--- config.mk ---
export PLATFORM = sky130hd
export DESIGN_NAME = sonet_a1a2_inserter
export DESIGN_NICKNAME = d
export VERILOG_FILES = /design/src/rtl/sonet_frm_pkg.sv /design/src/rtl/frm_slot_tracker.sv /design/src/rtl/frm_burst_ctrl.sv /design/src/rtl/frm_byte_sel.sv /design/src/rtl/sonet_a1a2_inserter.sv
export SDC_FILE = /design/constraint.sdc
export NUM_CORES = 1
export LEC_CHECK = 0
export BUFFER_PORTS_ARGS = -buffer_cell sky130_fd_sc_hd__buf_2
export CAP_MARGIN = 20
export CORE_MARGIN = 10
export CORE_UTILIZATION = 40
export DETAILED_ROUTE_END_ITERATION = 7
export PLACE_DENSITY = 0.65
export SKIP_CTS_REPAIR_TIMING = 1
export SLEW_MARGIN = 25
export SYNTH_ARGS = -nofsm -noshare
export SYNTH_HDL_FRONTEND = slang
export SYNTH_SLANG_ARGS = --single-unit
export TNS_END_PERCENT = 1
--- constraint.sdc ---
create_clock -name clk -period 2.2 [get_ports clk]
set_input_delay 0.33 -clock clk [delete_from_list [all_inputs] [get_ports clk]]
set_output_delay 0.33 -clock clk [all_outputs]
set_load 0.01 [all_outputs]
--- src/rtl/sonet_frm_pkg.sv ---
package sonet_frm_pkg;
  localparam logic [7:0] A1_NOMINAL = 8'hF6;
  localparam logic [7:0] A2_NOMINAL = 8'h28;

  typedef enum logic [1:0] {
    SLOT_NONE = 2'd0,
    SLOT_A1   = 2'd1,
    SLOT_A2   = 2'd2
  } slot_kind_e;

  typedef struct packed {
    slot_kind_e kind;
    logic       hit_pt;   // the single corruptible slot of its group
  } slot_info_t;

  typedef struct packed {
    logic       sof;
    logic       fslot;
    logic [7:0] data;
  } out_beat_t;
endpackage

--- src/rtl/frm_slot_tracker.sv ---
module frm_slot_tracker
  import sonet_frm_pkg::*;
#(
  parameter int GRP = 12
) (
  input  logic       clk,
  input  logic       rst_n,
  input  logic       take,
  input  logic       sof,
  output slot_info_t info
);
  localparam int PW = $clog2(2 * GRP + 1);
  localparam logic [PW-1:0] POS_END  = PW'(2 * GRP);
  localparam logic [PW-1:0] POS_GRP  = PW'(GRP);
  localparam logic [PW-1:0] POS_LAST = PW'(GRP - 1);

  logic [PW-1:0] pos_q;
  logic [PW-1:0] cur;

  assign cur = sof ? '0 : pos_q;

  always_ff @(posedge clk) begin
    if (!rst_n) begin
      pos_q <= POS_END;
    end else if (take) begin
      pos_q <= (cur < POS_END) ? cur + PW'(1) : POS_END;
    end
  end

  always_comb begin
    info.kind   = SLOT_NONE;
    info.hit_pt = 1'b0;
    if (cur < POS_GRP) begin
      info.kind   = SLOT_A1;
      info.hit_pt = (cur == POS_LAST);
    end else if (cur < POS_END) begin
      info.kind   = SLOT_A2;
      info.hit_pt = (cur == POS_GRP);
    end
  end
endmodule

--- src/rtl/frm_burst_ctrl.sv ---
module frm_burst_ctrl #(
  parameter int CNT_W = 8
) (
  input  logic             clk,
  input  logic             rst_n,
  input  logic             err_en,
  input  logic             boundary,
  input  logic [CNT_W-1:0] frames,
  output logic             active
);
  logic             en_q;
  logic             armed_q;
  logic             endless_q;
  logic [CNT_W-1:0] left_q;

  always_ff @(posedge clk) begin
    if (!rst_n) begin
      en_q      <= 1'b0;
      armed_q   <= 1'b0;
      active    <= 1'b0;
      endless_q <= 1'b0;
      left_q    <= '0;
    end else begin
      en_q <= err_en;
      if (!err_en) begin
        armed_q   <= 1'b0;
        active    <= 1'b0;
        endless_q <= 1'b0;
      end else begin
        armed_q <= (armed_q && !boundary) || !en_q;
        if (boundary && armed_q) begin
          active    <= 1'b1;
          endless_q <= (frames == '0);
          left_q    <= frames;
        end else if (boundary && active && !endless_q) begin
          if (left_q == CNT_W'(1)) active <= 1'b0;
          left_q <= left_q - CNT_W'(1);
        end
      end
    end
  end
endmodule

--- src/rtl/frm_byte_sel.sv ---
module frm_byte_sel
  import sonet_frm_pkg::*;
(
  input  logic       ins_en,
  input  slot_info_t info,
  input  logic       corrupt,
  input  logic [7:0] a1_val,
  input  logic [7:0] a2_val,
  input  logic [7:0] din,
  output logic [7:0] dout,
  output logic       fslot
);
  always_comb begin
    fslot = (info.kind != SLOT_NONE);
    dout  = din;
    if (ins_en) begin
      unique case (info.kind)
        SLOT_A1: dout = (corrupt && info.hit_pt) ? a1_val : A1_NOMINAL;
        SLOT_A2: dout = (corrupt && info.hit_pt) ? a2_val : A2_NOMINAL;
        default: dout = din;
      endcase
    end
  end
endmodule

--- src/rtl/sonet_a1a2_inserter.sv ---
module sonet_a1a2_inserter
  import sonet_frm_pkg::*;
#(
  parameter int GRP   = 12,
  parameter int CNT_W = 8
) (
  input  logic             clk,
  input  logic             rst_n,
  input  logic             ins_en,
  input  logic             err_en,
  input  logic [CNT_W-1:0] err_frames,
  input  logic [7:0]       a1_err_val,
  input  logic [7:0]       a2_err_val,
  input  logic             in_valid,
  output logic             in_ready,
  input  logic [7:0]       in_data,
  input  logic             in_sof,
  output logic             out_valid,
  input  logic             out_ready,
  output logic [7:0]       out_data,
  output logic             out_sof,
  output logic             out_fslot,
  output logic             burst_active
);
  slot_info_t info;
  out_beat_t  beat_d, beat_q;
  logic       take;
  logic [7:0] sel_data;
  logic       sel_fslot;

  assign in_ready = !out_valid || out_ready;
  assign take     = in_valid && in_ready;

  frm_slot_tracker #(.GRP(GRP)) u_track (
    .clk  (clk),
    .rst_n(rst_n),
    .take (take),
    .sof  (in_sof),
    .info (info)
  );

  frm_burst_ctrl #(.CNT_W(CNT_W)) u_burst (
    .clk     (clk),
    .rst_n   (rst_n),
    .err_en  (err_en),
    .boundary(take && in_sof),
    .frames  (err_frames),
    .active  (burst_active)
  );

  frm_byte_sel u_sel (
    .ins_en (ins_en),
    .info   (info),
    .corrupt(burst_active),
    .a1_val (a1_err_val),
    .a2_val (a2_err_val),
    .din    (in_data),
    .dout   (sel_data),
    .fslot  (sel_fslot)
  );

  assign beat_d = '{sof: in_sof, fslot: sel_fslot, data: sel_data};

  always_ff @(posedge clk) begin
    if (!rst_n) begin
      out_valid <= 1'b0;
      beat_q    <= '0;
    end else begin
      if (take) begin
        out_valid <= 1'b1;
        beat_q    <= beat_d;
      end else if (out_ready) begin
        out_valid <= 1'b0;
      end
    end
  end

  assign out_data  = beat_q.data;
  assign out_sof   = beat_q.sof;
  assign out_fslot = beat_q.fslot;
endmodule


==> impl_metrics.env <==
export IMPL_status="completed"
export IMPL_crit_type="reg2reg"
export IMPL_cts_sink_count=28
export IMPL_ant_nets=0
export IMPL_synthFlopType="dfxtp_1"
export IMPL_final_hold_violation_count=0
export IMPL_synth_area_leaders="dfxtp_1 34%, a21oi_1 7.6%, o21ai_0 4.9%"
export IMPL_syn_inst=207
export IMPL_rrSetupSlack_ps=550
export IMPL_clkTransAtPathRegs_ps=100
export IMPL_min_from="a2_err_val[6]"
export IMPL_place_gp_congestion=0.9177
export IMPL_worstHoldPathType="in2reg"
export IMPL_portBuffers=51
export IMPL_wl_per_cell_um=15.82
export IMPL_start_kind="register"
export IMPL_ys_seq_elements=28
export IMPL_swShare=0.2709
export IMPL_rows=23
export IMPL_synth_seq_area_share=0.3417
export IMPL_p_sw_mw=0.2898
export IMPL_grt_overflow=0
export IMPL_fmax_ghz=0.6044
export IMPL_synth_top_area_share=0.3417
export IMPL_grt_use_total=0.1313
export IMPL_rsz0062_at_grt="no"
export IMPL_crit_arrival_ps=1860
export IMPL_post_route_period_util=0.7520
export IMPL_pwr_share_clk=0.294
export IMPL_vdd_drop_max_mv=0.3594
export IMPL_via_per_inst=5.645
export IMPL_htreeDepth=1
export IMPL_rr_startpoint="u_track.pos_q[0]"
export IMPL_antenna_found_initial=0
export IMPL_ys_async_sr_fraction=0
export IMPL_first_global_vias=1690
export IMPL_io_pins=52
export IMPL_cts_buffers=3
export IMPL_cp_end_kind="register"
export IMPL_maxSlewHeadroom=0.5811
export IMPL_startpoint="u_track.pos_q[0]"
export IMPL_seq_power_share=0.518
export IMPL_yosysWarningCount=0
export IMPL_fp_dieArea_um2=7062
export IMPL_hpwl_um=3634
export IMPL_fp_dieW_um=84.04
export IMPL_pwr_density_cell_nw_per_um2=541.9
export IMPL_die_h_um=84.04
export IMPL_synth_fp_nets=249
export IMPL_p_leak_nw=0.9176
export IMPL_grt_pass1_wl_um=8114
export IMPL_critical_path_max_fanout=7
export IMPL_drive_above_1_share=0.2510
export IMPL_synth_avg_cell_area_um2=7.924
export IMPL_cts_buffer_depth=2
export IMPL_crit_required_ps=2410
export IMPL_vias=1699
export IMPL_utilization=0.4972
export IMPL_setup_viol=0
export IMPL_syn_area_um2=1640
export IMPL_timing_final_ws_setup_ps=545.5
export IMPL_ys_types=42
export IMPL_p_int_mw=0.7801
export IMPL_first_iter_violations=113
export IMPL_fin_tns_setup_ps=0
export IMPL_layout_min_cycle_time_ps=1654
export IMPL_finalMaxSlewViolations=0
export IMPL_preCtsSetupSlack_ps=280.8
export IMPL_nets=294
export IMPL_insertion_delay_ps=270
export IMPL_grt_max_degree=23
export IMPL_synth_edf_count=0
export IMPL_firstDrtPassIters=4
export IMPL_cap_violations=0
export IMPL_comb_power_share=0.189
export IMPL_core_um2=3971
export IMPL_worstMarginPinSlew_ps=621.7
export IMPL_cts_tree="built"
export IMPL_drcViolationCount=0
export IMPL_diodes=0
export IMPL_finalWirelength_um=4762
export IMPL_start_util=0.4130
export IMPL_cts_root_buf="clkbuf_8"
export IMPL_clock_skew_ps=5.888
export IMPL_synth_top_cell_by_area="dfxtp_1"
export IMPL_areaGrowthSynthToFinish_pct=20.37
==> cell type report <==
class | instances | area [um^2]
Clock buffer | 4 | 55.05
Tap cell | 50 | 62.56
Sequential cell | 28 | 560.5
Timing Repair Buffer | 55 | 285.3
Fill cell | 407 | 1997
Inverter | 9 | 33.78
Multi-Input combinational cell | 155 | 977.2
==> kinds of logic after synthesis <==
logic type / share of synthesized area
compound gates: 0.2929
mux: 0.04348
simple gates: 0.2365
fa+ha+maj: 0.02289
flops: 0.3417
buf+inv: 0.06254
==> path summary, 6_finish.rpt <==
| path | to | cells after the start |
|---|---|---|
| max | out_data[7] | 6 |
| min | out_data[6] | 3 |
| max reg2reg | out_data[7] | 6 |
| min reg2reg | u_burst.armed_q | 1 |
==> synth_stat cells (5+ instances only) <==
cell type and instances:
dfxtp_1 28, a21oi_1 25, nand2_1 19, o21ai_0 16
buf_2 9, inv_1 9, nor2_1 8, o22ai_1 7
mux2i_1 6, nand3b_1 6, clkbuf_1 5, nor3_1 5
o221ai_1 5
==> state kept, by name (all words and copies together), names as in the netlist <==
signal	cells
out_sof	1
out_valid	1
out_data	8
u_track.pos_q	5
u_burst.armed_q	1
u_burst.active	1
u_burst.en_q	1
out_fslot	1
u_burst.endless_q	1
u_burst.left_q	8
==> power groups by stage <==
| stage | Clock, mW | Combinational (mW) | Sequential (mW) |
|---|---|---|---|
| after floorplan | 0 | 0.120 | 0.564 |
| after global placement | 0 | 0.202 | 0.565 |
| after detailed placement | 0 | 0.201 | 0.565 |
| after CTS | 0.323 | 0.203 | 0.553 |
| after global routing | 0.342 | 0.228 | 0.559 |
| final | 0.314 | 0.202 | 0.554 |
==> worst max-delay path, stage by stage (launching register included) <==
cell	delay (ps)
dfxtp_1	390
nand2_1	80
ha_1	200
and2_1	180
o211ai_1	440
o21ai_0	150
a21oi_1	160
==> per-stage QoR <==
step	power (mW)	cells	hold WS [ps]	cell area (um^2)
4_1_cts	1.079	301	327.8	1974
5_1_grt	1.129	301	331.5	1974
3_5_place_dp	0.7668	297	395.1	1919
6_report	1.070	301	329.8	1974
3_3_place_gp	0.7664	297	385.1	1919
2_1_floorplan	0.6841	207	384.6	1640
==> placed cells by master (no fill, tap or decap), types with 4 or more instances in the layout <==
| master | count |
|---|---|
| buf_2 | 51 |
| buf_4 | 4 |
| o221ai_1 | 5 |
| nor3_1 | 5 |
| clkbuf_8 | 4 |
| dfxtp_1 | 28 |
| nand3_1 | 4 |
| and2_1 | 4 |
| inv_1 | 9 |
| mux2i_1 | 6 |
| a21oi_1 | 25 |
| nand3b_1 | 6 |
| nor2_1 | 8 |
| nand4_1 | 4 |
| o21ai_0 | 16 |
| o211ai_1 | 4 |
| nand2_1 | 19 |
| o22ai_1 | 7 |
| o211a_1 | 4 |
==> routing by layer <==
| layer | part of all wire | up-vias | track usage |
|---|---|---|---|
| met1 | 0.45 | 775 | 0.1762 |
| met2 | 0.47 | 60 | 0.2089 |
| met5 | 0 | - | 0 |
| met4 | 0.0069 | 0 | 0.03044 |
| met3 | 0.071 | 2 | 0.02441 |
| li1 | - | 862 | - |
Note: power is estimated with default switching activity, not from simulation.
